$ cat config.mk
export PLATFORM = sky130hd
export DESIGN_NAME = rst_pulse_qual
export DESIGN_NICKNAME = d
export VERILOG_FILES = /design/src/rtl/rpq_pkg.sv /design/src/rtl/rpq_sync.sv /design/src/rtl/rpq_counter.sv /design/src/rtl/rst_pulse_qual.sv
export SDC_FILE = /design/constraint.sdc
export NUM_CORES = 1
export LEC_CHECK = 0
export CAP_MARGIN = 10
export CORE_ASPECT_RATIO = 0.9
export CORE_MARGIN = 1.5
export CORE_UTILIZATION = 55
export CTS_BUF_LIST = sky130_fd_sc_hd__clkbuf_4 sky130_fd_sc_hd__clkbuf_8
export CTS_CLUSTER_SIZE = 8
export DETAILED_ROUTE_END_ITERATION = 12
export PLACE_DENSITY = 0.74
export SLEW_MARGIN = 20
export SYNTH_ARGS = -nofsm -noshare
export SYNTH_HDL_FRONTEND = slang
export SYNTH_SLANG_ARGS = --single-unit
$ cat constraint.sdc
create_clock -name clk -period 2.9 [get_ports clk]
set_clock_uncertainty 0.15 [all_clocks]
set_input_delay 0.58 -clock clk [delete_from_list [all_inputs] [get_ports clk]]
set_output_delay 0.58 -clock clk [all_outputs]
set_load 0.1 [all_outputs]
$ cat src/rtl/rpq_pkg.sv
package rpq_pkg;
    typedef enum logic [2:0] {
        ST_IDLE,
        ST_MEASURE,
        ST_MEAS_GAP,
        ST_HELD,
        ST_HELD_GAP
    } rpq_state_e;
endpackage

$ cat src/rtl/rpq_sync.sv
module rpq_sync #(
    parameter int STAGES  = 2,
    parameter bit RST_VAL = 1'b1
) (
    input  logic clk,
    input  logic arst_n,
    input  logic d_in,
    output logic q_out
);
    logic [STAGES-1:0] chain_q;

    always_ff @(posedge clk or negedge arst_n) begin
        if (!arst_n) begin
            chain_q <= {STAGES{RST_VAL}};
        end else begin
            chain_q <= {chain_q[STAGES-2:0], d_in};
        end
    end

    assign q_out = chain_q[STAGES-1];
endmodule

$ cat src/rtl/rpq_counter.sv
module rpq_counter #(
    parameter int LIMIT = 20,
    localparam int CW   = $clog2(LIMIT + 1)
) (
    input  logic          clk,
    input  logic          arst_n,
    input  logic          start,
    input  logic          step,
    output logic [CW-1:0] cnt_o,
    output logic          last_o
);
    localparam logic [CW-1:0] LIM_V  = CW'(LIMIT);
    localparam logic [CW-1:0] LAST_V = CW'(LIMIT - 1);

    logic [CW-1:0] cnt_q;

    always_ff @(posedge clk or negedge arst_n) begin
        if (!arst_n) begin
            cnt_q <= '0;
        end else if (start) begin
            cnt_q <= CW'(1);
        end else if (step && (cnt_q != LIM_V)) begin
            cnt_q <= cnt_q + CW'(1);
        end
    end

    assign cnt_o  = cnt_q;
    assign last_o = (cnt_q == LAST_V);

    // the counter never runs past its limit
    p_cnt_in_range_r6: assert property (@(posedge clk) disable iff (!arst_n)
        cnt_q <= LIM_V);

    // a start always lands on one
    p_start_loads_one_r7: assert property (@(posedge clk) disable iff (!arst_n)
        start |=> (cnt_q == CW'(1)));
endmodule

$ cat src/rtl/rst_pulse_qual.sv
module rst_pulse_qual #(
    parameter int ACCEPT_CYC  = 20,
    parameter int REJECT_CYC  = 10,
    parameter int GLITCH_CYC  = 4,
    parameter int SYNC_STAGES = 2,
    localparam int LCW        = $clog2(ACCEPT_CYC + 1),
    localparam int GCW        = $clog2(GLITCH_CYC + 1)
) (
    input  logic clk,
    input  logic arst_n,
    input  logic pin_n,
    output logic accept_o,
    output logic resetting_o
);
    import rpq_pkg::*;

    logic           pin_s;
    logic           low_start, low_step, low_last;
    logic           gap_start, gap_step, gap_last;
    logic [LCW-1:0] low_cnt;
    logic [GCW-1:0] gap_cnt;
    logic           fire;
    rpq_state_e     state_q, state_d;
    logic           accept_q, held_q;

    rpq_sync #(.STAGES(SYNC_STAGES), .RST_VAL(1'b1)) u_sync (
        .clk    (clk),
        .arst_n (arst_n),
        .d_in   (pin_n),
        .q_out  (pin_s)
    );

    rpq_counter #(.LIMIT(ACCEPT_CYC)) u_low_cnt (
        .clk    (clk),
        .arst_n (arst_n),
        .start  (low_start),
        .step   (low_step),
        .cnt_o  (low_cnt),
        .last_o (low_last)
    );

    rpq_counter #(.LIMIT(GLITCH_CYC)) u_gap_cnt (
        .clk    (clk),
        .arst_n (arst_n),
        .start  (gap_start),
        .step   (gap_step),
        .cnt_o  (gap_cnt),
        .last_o (gap_last)
    );

    // next-state and counter control
    always_comb begin
        state_d   = state_q;
        low_start = 1'b0;
        low_step  = 1'b0;
        gap_start = 1'b0;
        gap_step  = 1'b0;
        fire      = 1'b0;
        unique case (state_q)
            ST_IDLE: begin
                if (!pin_s) begin
                    state_d   = ST_MEASURE;
                    low_start = 1'b1;
                end
            end
            ST_MEASURE: begin
                if (pin_s) begin
                    state_d   = ST_MEAS_GAP;
                    gap_start = 1'b1;
                end else if (low_last) begin
                    state_d = ST_HELD;
                    fire    = 1'b1;
                end else begin
                    low_step = 1'b1;
                end
            end
            ST_MEAS_GAP: begin
                if (pin_s) begin
                    if (gap_last) state_d = ST_IDLE;
                    else          gap_step = 1'b1;
                end else if (low_last) begin
                    state_d = ST_HELD;
                    fire    = 1'b1;
                end else begin
                    state_d  = ST_MEASURE;
                    low_step = 1'b1;
                end
            end
            ST_HELD: begin
                if (pin_s) begin
                    state_d   = ST_HELD_GAP;
                    gap_start = 1'b1;
                end
            end
            ST_HELD_GAP: begin
                if (pin_s) begin
                    if (gap_last) state_d = ST_IDLE;
                    else          gap_step = 1'b1;
                end else begin
                    state_d = ST_HELD;
                end
            end
            default: state_d = ST_IDLE;
        endcase
    end

    // state register
    always_ff @(posedge clk or negedge arst_n) begin
        if (!arst_n) state_q <= ST_IDLE;
        else         state_q <= state_d;
    end

    // registered outputs
    always_ff @(posedge clk or negedge arst_n) begin
        if (!arst_n) begin
            accept_q <= 1'b0;
            held_q   <= 1'b0;
        end else begin
            accept_q <= fire;
            held_q   <= (state_d == ST_HELD) || (state_d == ST_HELD_GAP);
        end
    end

    assign accept_o    = accept_q;
    assign resetting_o = held_q;

    p_strobe_one_cycle_r5: assert property (@(posedge clk) disable iff (!arst_n)
        accept_o |=> !accept_o);

    p_no_second_strobe_r5: assert property (@(posedge clk) disable iff (!arst_n)
        (resetting_o && $past(resetting_o)) |-> !accept_o);

    p_level_with_strobe_r8: assert property (@(posedge clk) disable iff (!arst_n)
        accept_o |-> resetting_o);

    p_level_rise_r8: assert property (@(posedge clk) disable iff (!arst_n)
        $rose(resetting_o) |-> accept_o);

    p_strobe_in_held_r3: assert property (@(posedge clk) disable iff (!arst_n)
        accept_o |-> (state_q == ST_HELD));

    p_accept_floor_r2: assert property (@(posedge clk) disable iff (!arst_n)
        accept_o |-> (int'(low_cnt) >= REJECT_CYC - 1));

    p_gap_bounded_r7: assert property (@(posedge clk) disable iff (!arst_n)
        (state_q == ST_MEAS_GAP || state_q == ST_HELD_GAP) |-> (int'(gap_cnt) < GLITCH_CYC));
endmodule

==> results of run 1 <==
## how the worst min path moves through the flow
stage,slack (ns),end,startpoint
6_report,0.21,u_sync.chain_q[1]$_DFF_PN1_,u_sync.chain_q[0]$_DFF_PN1_
5_1_grt,0.22,u_sync.chain_q[1]$_DFF_PN1_,u_sync.chain_q[0]$_DFF_PN1_
4_1_cts,0.21,u_sync.chain_q[1]$_DFF_PN1_,u_sync.chain_q[0]$_DFF_PN1_
3_5_place_dp,0.20,u_sync.chain_q[1]$_DFF_PN1_,u_sync.chain_q[0]$_DFF_PN1_
3_3_place_gp,0.20,u_sync.chain_q[1]$_DFF_PN1_,u_sync.chain_q[0]$_DFF_PN1_
2_1_floorplan,0.13,accept_o$_DFF_PN0_,arst_n
## worst max-delay path, delay by kind of cell, from the launching register on
family          cells  cell delay [ns]
compound gates      3             1.07
flops               1             0.54
## where the power goes
part | switching, µW | internal (µW)
clock | 65.1 | 51.2
combinational | 168 | 142
sequential | 75.1 | 262
## cells by family (layout without fill, tap and decap cells)
family,after synthesis,after routing
multiplexers,6,6
XOR/XNOR,2,2
AO/OA/AOI/OAI,22,22
buffers and inverters,13,17
flip-flops,15,15
adder cells (fa/ha/maj),5,5
AND/OR/NAND/NOR,32,32
## per-layer routing
layer  GRT usage  vias up  share of wire
met4      0.0743        0         0.0098
met5           0        -              0
met3      0.0819        2          0.043
met2       0.264       14           0.44
met1       0.297      353           0.51
li1            -      349              -
## layout by cell type (no fill, tap or decap), drive strengths merged, types with 3 or more instances in the layout
cell type | Yosys | routed
dfrtp | 13 | 13
inv | 9 | 9
nand2 | 8 | 8
ha | 5 | 5
nor2 | 4 | 4
mux2i | 4 | 4
a31oi | 3 | 3
a21oi | 3 | 3
nand3 | 3 | 3
clkbuf | 0 | 3
and3 | 3 | 3
a2111oi | 3 | 3
## metrics by stage
| stage | instance area (µm²) | util | instances | hold slack (ns) |
|---|---|---|---|---|
| 2_1_floorplan | 940 | - | 95 | 0.134 |
| 3_3_place_gp | 980 | 0.648 | 117 | 0.196 |
| 3_5_place_dp | 980 | 0.648 | 117 | 0.198 |
| 4_1_cts | 1010 | 0.666 | 121 | 0.212 |
| 5_1_grt | 1010 | 0.666 | 121 | 0.218 |
| 6_report | 1010 | 0.666 | 121 | 0.210 |
## registers in the layout, summed over array words and instances (netlist names)
name             flops
u_low_cnt.cnt_o      5
resetting_o          1
u_gap_cnt.cnt_o      3
state_q              3
u_sync.chain_q       2
accept_o             1
## final cells by class
cell class | count | area (µm²) | share of cell area
multi-input combinational | 67 | 505 | 0.502
sequential | 15 | 378 | 0.375
clock inverter | 1 | 5.00 | 0.00497
inverter | 9 | 33.8 | 0.0335
clock buffer | 3 | 22.5 | 0.0224
timing repair buffer | 4 | 35.0 | 0.0348
tap | 22 | 27.5 | 0.0273
==> qor.csv, run 1 <==
stage;metric;value;unit
drt;drt-total-wl;1.73;mm
cts;cts_hold_buf;0;
timing;rsz0062_at_grt;false;
cts;cts_tree;built;
placed_design;dp_hpwl;1.28;mm
synthesis;syn_nets;103;
synthesis;synth_compound_area_frac;0.184;
synthesis;syn_area_per_cell;9.89;µm²
worst_setup_path;cp_slowest_cell;dfrtp_1;
worst_setup_path;r2r_cells;3;
synthesis;yosys-top-cells-area;dfrtp_1, ha_1, dfstp_2;
cts;clk_pin_slew;0.09;ns
timing;fmax;535;MHz
synthesis;seq_area_frac_synth;0.402;
synthesis;synth_simple_gate_area_share;0.198;
floorplanning;start_util;0.621;
timing;fin_crit;1.87;ns
worst_setup_path;endpoint;u_low_cnt.cnt_o[1]$_DFFE_PN0P_;
worst_setup_path;r2r_end;u_low_cnt.cnt_o[1]$_DFFE_PN0P_;
power_and_ir_drop;power-per-cell-area;758;nW/µm²
worst_setup_path;cp-end-kind;flip-flop;
grt;grt.overflow.total;0;
synthesis;yosysMostFrequentCell;dfrtp_1;
hold_path;hp-class;reg2reg;
cells_and_area;n_antenna_cell;0;
worst_setup_path;worst_ep_required_time;2.93;ns
timing;setup_viol;0;
timing;fin_crit_sh;0.644;
placed_design;port_buffers;4;
grt;antenna_found_initial;0;
worst_setup_path;path_cells;a211oi_1 > a21bo_1 > a2111oi_2;
worst_setup_path;slowest_delay;0.54;ns
drt;wire_per_inst;14.3;µm
floorplanning;coreArea;1510;µm²
floorplanning;row_count;13;
floorplanning;die_y;42.2;µm
synthesis;synth_fa_ha_area_frac;0.0666;
cts;root_buffer;clkbuf_4;
timing;worst_slack;1.03;ns
hold_path;holdPathStages;0;
cts;cts_buffers;3;
grt;grt_usage;0.203;
synthesis;synthXorXnorAreaFrac;0.0186;
status;status;complete, no violations;
synthesis;synth_ff_type;dfrtp_1;
cts;cts_sinks;15;
cts;cts_resized;0;
timing;fin_tns_setup;0;ns
placed_design;post-place-ws;1.07;ns
worst_setup_path;reg2reg_from;state_q[1]$_DFF_PN0_;
synthesis;ys.warnings.count;0;
synthesis;muxShareOfSynthArea;0.0706;
power_and_ir_drop;p_leak;0.000480;µW
floorplanning;die-width;46.6;µm
grt;grt_pass1_vias;659;
timing;hold_viol_final;0;
worst_setup_path;rrSetupSlack;1.03;ns
cells_and_area;syn_to_final_growth;7.19;%
synthesis;synthTopCellsByCount;dfrtp_1, inv_1, nand2_1;
synthesis;yosysTopAreaCell;dfrtp_1;
power_and_ir_drop;ir_worst_vdd;0.413;mV
grt;grt_pass1_wl;2.93;mm
synthesis;synth_top_family_by_area;simple AND/OR/NAND/NOR gates;
power_and_ir_drop;finalPower;763;µW
drt;drt_first_pass_iters;4;
placed_design;gp_congestion;0.831;
run;cap_viol_max_count;0;
drt;drtAntennaViolNets;0;
drt;drt_iter0_markers;14;
timing;drv_slew;0;
worst_setup_path;arrival;1.90;ns
timing;tightestPinTransition;0.622;ns
grt;grt_start_max_net_pins;16;
synthesis;ys_async_sr_fraction;1.00;
synthesis;synth.top_cell.area_share;0.346;
worst_setup_path;cp_max_fo;14;
floorplanning;die-area;1970;µm²
floorplanning;io_pins;5;
drt;drc;0;
synthesis;yosysUniqueCellTypes;41;
cts;clk_latency;0.28;ns
worst_setup_path;cp-start-kind;flip-flop;
cells_and_area;drive_gt1_frac;0.152;
worst_setup_path;startpoint;state_q[1]$_DFF_PN0_;
cts;clockBufferDepth;2;
drt;vias;718;
cts;cts_max_level;1;
worst_setup_path;critical_path_class;reg2reg;
cells_and_area;final.fill_count;131;
drt;viasPerCell;5.93;
cells_and_area;nNetsFinal;108;
synthesis;netlist_area;940;µm²
synthesis;synth-seq-cells;15;
synthesis;synth_edf_count;0;
cts;post_cts_buffers;0;
timing;max_slew_margin;0.584;
synthesis;synth_cells;95;
No activity file was read; power rests on OpenSTA's default activity.
==> run 2, diff against run 1 <==
- PLACE_DENSITY: 0.74 -> 0.77
- clock period: 2.9 -> 1.7 ns (I/O delays scaled with it)
==> run 2 against run 1 <==
Net effect:
- the flow now finishes with violations (negative setup slack)
- critical path depth grew 3
- global-route usage grew 2.3 points
- count of clock-buffer cells in the layout is the same
- total power grew 130%
- fmax grew 5.8%
- cell area grew 27%
- worst hold slack lost 0.0013 ns
- non-clock buffer count grew 16
- die area is the same
- via count grew 18%
==> qor.csv, run 2 (synthesis results as in run 1) <==
stage;metric;value;unit
status;status;complete, but fails checks;
status;violations;negative setup slack;
drt;drt_first_pass_iters;4;
worst_setup_path;cp-start-kind;flip-flop;
worst_setup_path;arrival;1.81;ns
worst_setup_path;worst_ep_required_time;1.74;ns
floorplanning;start_util;0.621;
power_and_ir_drop;pwr-share-comb;0.561;
power_and_ir_drop;seq_power_share;0.322;
cells_and_area;drive_gt1_frac;0.391;
grt;grt_start_max_net_pins;16;
drt;drt-total-wl;2.26;mm
cells_and_area;final_cell_mix;buf_4, dfrtp_1, inv_1, nand2_1;
power_and_ir_drop;power-per-cell-area;1360;nW/µm²
drt;viasPerCell;6.17;
cells_and_area;nNetsFinal;124;
grt;grt_usage;0.226;
timing;setup_viol;2;
worst_setup_path;r2r_cells;6;
cts;clk_latency;0.29;ns
timing;fmax;567;MHz
worst_setup_path;critical_path_class;reg2reg;
cts;clockBufferDepth;2;
grt;antenna_found_initial;0;
cells_and_area;n_antenna_cell;0;
drt;drt_iter0_markers;25;
timing;fin_crit_sh;1.04;
worst_setup_path;reg2reg_from;u_low_cnt.cnt_o[0]$_DFFE_PN0P_;
floorplanning;row_count;13;
worst_setup_path;r2r_end;u_low_cnt.cnt_o[0]$_DFFE_PN0P_;
timing;hold_viol_final;0;
power_and_ir_drop;internal_power;1040;µW
worst_setup_path;cp_max_fo;4;
worst_setup_path;rrSetupSlack;-0.06;ns
power_and_ir_drop;switching_power;698;µW
worst_setup_path;cp-end-kind;flip-flop;
cells_and_area;final_common_cell;buf_4;
timing;max_slew_margin;0.768;
timing;drv_slew;0;
floorplanning;die-area;1970;µm²
placed_design;port_buffers;4;
cells_and_area;fin_util;0.845;
drt;drtAntennaViolNets;0;
placed_design;dp_hpwl;1.41;mm
placed_design;gp_congestion;0.857;
timing;fin_crit;1.76;ns
cts;cts_max_level;1;
drt;vias;845;
power_and_ir_drop;ir_worst_vdd;0.982;mV
timing;tightestPinTransition;0.347;ns
power_and_ir_drop;p_leak;0.000583;µW
grt;grt.overflow.total;0;
timing;rsz0062_at_grt;true;
power_and_ir_drop;clockPowerShare;0.118;
floorplanning;die_y;42.2;µm
cts;cts_buffers;3;
hold_path;hp-class;in2async;
floorplanning;coreArea;1510;µm²
cts;clk_pin_slew;0.09;ns
cells_and_area;largest_reg_flops;5;
floorplanning;io_pins;5;
drt;wire_per_inst;16.5;µm
cells_and_area;syn_to_final_growth;36.0;%
cts;cts_sinks;15;
timing;worst_slack;-0.0649;ns
placed_design;placed_cell_area;1120;µm²
drt;drc;0;
cells_and_area;fin_area;1280;µm²
grt;grt_pass1_vias;760;
power_and_ir_drop;swShare;0.403;
run;cap_viol_max_count;0;
cts;root_buffer;clkbuf_4;
grt;grt_pass1_wl;3.23;mm
cts;cts_tree;built;
floorplanning;die-width;46.6;µm
-- run 2: worst max-delay path by stage --
stage / from / to / slack, ns / cells past startpoint
floorplan: u_low_cnt.cnt_o[0]$_DFFE_PN0P_ / u_low_cnt.cnt_o[1]$_DFFE_PN0P_ / 0.008 / 4
global placement: u_gap_cnt.cnt_o[1]$_DFFE_PN0P_ / u_gap_cnt.cnt_o[0]$_DFFE_PN0P_ / 0.009 / 5
detailed placement: u_low_cnt.cnt_o[0]$_DFFE_PN0P_ / u_low_cnt.cnt_o[1]$_DFFE_PN0P_ / -0.08 / 5
CTS: u_low_cnt.cnt_o[0]$_DFFE_PN0P_ / u_low_cnt.cnt_o[1]$_DFFE_PN0P_ / -0.03 / 5
global route: u_low_cnt.cnt_o[0]$_DFFE_PN0P_ / u_low_cnt.cnt_o[0]$_DFFE_PN0P_ / -0.15 / 6
finish: u_low_cnt.cnt_o[0]$_DFFE_PN0P_ / u_low_cnt.cnt_o[0]$_DFFE_PN0P_ / -0.06 / 6
-- run 2: stage by stage --
| step | setup TNS (ns) | worst slack, ns | power (µW) | hold WS [ns] | instances |
|---|---|---|---|---|---|
| final | -0.0893 | -0.0649 | 1730 | 0.209 | 137 |
| after global routing | -0.267 | -0.148 | 1840 | 0.221 | 137 |
| after CTS | -0.0476 | -0.0254 | 1500 | 0.210 | 137 |
| after detailed placement | -0.112 | -0.0820 | 1270 | 0.201 | 132 |
| after global placement | 0 | 0.00890 | 1240 | 0.198 | 132 |
| after floorplan | 0 | 0.00840 | 993 | -0.106 | 95 |
-- run 2: timing repair --
item	in CTS	in global routing
hold buffers	0	0
setup endpoints to repair	3	6
pin swaps	3	6
gates resized for setup	3	18
setup buffers	1	0
hold endpoints to repair	0	0
-- run 2: final cells by class --
class,instances,area [µm²]
Clock buffer,3,22.5
Clock inverter,1,5.00
Fill cell,77,235
Inverter,9,33.8
Multi-Input combinational cell,67,627
Sequential cell,15,378
Tap cell,22,27.5
Timing Repair Buffer,20,184
-- run 2: power groups by stage --
stage	combinational, µW	sequential, µW	clock (µW)
detailed placement	727	548	0
global placement	704	539	0
global route	1050	568	223
finish	972	557	204
floorplan	433	560	0
CTS	748	542	214
-- run 2: critical path, cell delays in order (launching register included) --
cell and delay (ns):
dfrtp_1 0.43, inv_2 0.08, ha_4 0.16, mux2_4 0.30, a21bo_1 0.24, buf_4 0.14
a31oi_1 0.17
-- run 2: routing by layer --
layer | track usage | vias to the layer above | share of wire
met2 | 0.336 | 31 | 0.50
met4 | 0.0914 | 0 | 0.019
met3 | 0.0647 | 7 | 0.042
met1 | 0.304 | 420 | 0.44
met5 | 0 | - | 0
li1 | - | 387 | -
==> run 3, diff against run 2 <==
- CORE_ASPECT_RATIO: 0.9 -> default
==> run 3 against run 2 <==
Net effect:
- the flow now finishes without violations
- critical path depth down 1
- via count is 8.0% lower
- worst setup slack improved by 0.080 ns
- utilization fell by 5.5 points
- flip-flop and latch count is the same
- combinational power is 6.2% lower
- cell count shrank 2.9%
- cell area is 3.6% lower
- sequential share of layout area increased by 1.1 points
- die area about the same
- total power is 5.1% lower
- critical path type unchanged
==> qor.csv, run 3 (synthesis results as in run 1) <==
stage;metric;value;unit
drt;vias;777;
cells_and_area;seq_area;378;µm²
floorplanning;coreArea;1560;µm²
worst_setup_path;critical_path_class;reg2reg;
cells_and_area;final_cell_mix;buf_4, dfrtp_1, inv_1, nand2_1;
worst_setup_path;cp-start-kind;flip-flop;
worst_setup_path;slowest_delay;0.38;ns
worst_setup_path;path_cells;inv_1 > ha_4 > mux2_4 > a21bo_4 > a2111oi_4;
timing;max_slew_margin;0.647;
cells_and_area;syn_to_final_growth;31.0;%
worst_setup_path;worst_ep_required_time;1.74;ns
cts;clockBufferDepth;2;
timing;fin_crit_sh;0.991;
placed_design;dp_hpwl;1.40;mm
floorplanning;die-width;44.3;µm
cts;cts_max_level;1;
power_and_ir_drop;ir_worst_vdd;0.947;mV
run;cap_viol_max_count;0;
cells_and_area;largest_reg_flops;5;
timing;tightestPinTransition;0.529;ns
grt;grt.overflow.total;0;
worst_setup_path;cp-end-kind;flip-flop;
grt;grt_start_max_net_pins;16;
cells_and_area;final_common_cell;buf_4;
floorplanning;row_count;14;
cts;cts_sinks;15;
drt;drtAntennaViolNets;0;
timing;drv_slew;0;
grt;antenna_found_initial;0;
cells_and_area;n_antenna_cell;0;
drt;drt_iter0_markers;6;
timing;fmax;593;MHz
cells_and_area;final.fill_count;103;
floorplanning;die_y;44.3;µm
cts;clk_pin_slew;0.08;ns
timing;rsz0062_at_grt;true;
worst_setup_path;arrival;1.73;ns
cells_and_area;drive_gt1_frac;0.359;
worst_setup_path;crit_family;compound AO/OA/AOI/OAI gates;
timing;hold_viol_final;0;
power_and_ir_drop;power-per-cell-area;1340;nW/µm²
floorplanning;die-area;1970;µm²
drt;wire_per_inst;14.5;µm
grt;grt_pass1_vias;764;
hold_path;hp-class;in2async;
worst_setup_path;path_buf_inv;1;
timing;whs;0.205;ns
cts;cts_tree;built;
floorplanning;io_pins;5;
cts;root_buffer;clkbuf_4;
placed_design;gp_congestion;0.915;
cts;cts_buffers;3;
worst_setup_path;cp_slowest_cell;dfrtp_1;
drt;viasPerCell;5.84;
grt;grt_usage;0.241;
timing;fin_crit;1.69;ns
cells_and_area;nNetsFinal;126;
timing;setup_viol;0;
floorplanning;start_util;0.603;
drt;drt_first_pass_iters;6;
cts;clk_latency;0.29;ns
timing;worst_slack;0.0149;ns
grt;grt_pass1_wl;3.32;mm
cells_and_area;multi_input_comb_area;577;µm²
drt;drt-total-wl;1.93;mm
worst_setup_path;rrSetupSlack;0.01;ns
drt;drc;0;
status;status;complete, no violations;
placed_design;port_buffers;4;
placed_design;post-place-ws;-0.0870;ns
power_and_ir_drop;finalPower;1640;µW
power_and_ir_drop;p_leak;0.000578;µW
worst_setup_path;cp_max_fo;4;
[run 3: repair_timing]
item / 4_1_cts / 5_1_grt
pin swaps: 2 / 3
hold buffers: 0 / 0
endpoints found under the setup margin: 2 / 6
resized for setup: 3 / 10
setup buffers: 2 / 2
[run 3: path summary, 6_finish.rpt]
kind                                           startpoint                              to  depth (start not counted)
min reg2reg                   u_sync.chain_q[0]$_DFF_PN1_     u_sync.chain_q[1]$_DFF_PN1_                          0
min in group clk              u_sync.chain_q[0]$_DFF_PN1_     u_sync.chain_q[1]$_DFF_PN1_                          0
min                                                arst_n            state_q[2]$_DFF_PN0_                          2
max in group asynchronous                          arst_n     u_sync.chain_q[1]$_DFF_PN1_                          2
max                        u_low_cnt.cnt_o[0]$_DFFE_PN0P_  u_low_cnt.cnt_o[1]$_DFFE_PN0P_                          5
max reg2reg                u_low_cnt.cnt_o[0]$_DFFE_PN0P_  u_low_cnt.cnt_o[1]$_DFFE_PN0P_                          5
[run 3: cell type report]
type                    instances  area share
flip-flops and latches         15       0.307
clock buffers                   3      0.0183
well taps                      16      0.0163
multi-input cells              67       0.468
clock inverters                 1     0.00407
inverters                       9      0.0274
repair buffers                 22       0.159
[run 3: metal layers]
layer,up-vias,global-route usage,share of wire
met4,0,0.109,0.023
met2,11,0.403,0.50
met3,6,0.0735,0.029
met5,-,0,0
li1,389,-,-
met1,371,0.285,0.45
[run 3: power by group]
group / switching [µW] / total (µW) / internal (µW)
registers: 85.1 / 533 / 448
clock network: 112 / 199 / 87.6
logic: 438 / 912 / 474
[run 3: stage by stage]
step	std cells	area, µm²	setup TNS [ns]	utilization
after global placement	125	1110	-0.00311	0.710
after CTS	131	1170	0	0.748
after floorplan	95	945	0	-
final	133	1230	0	0.790
after detailed placement	125	1110	-0.113	0.710
after global routing	133	1230	-0.0945	0.790
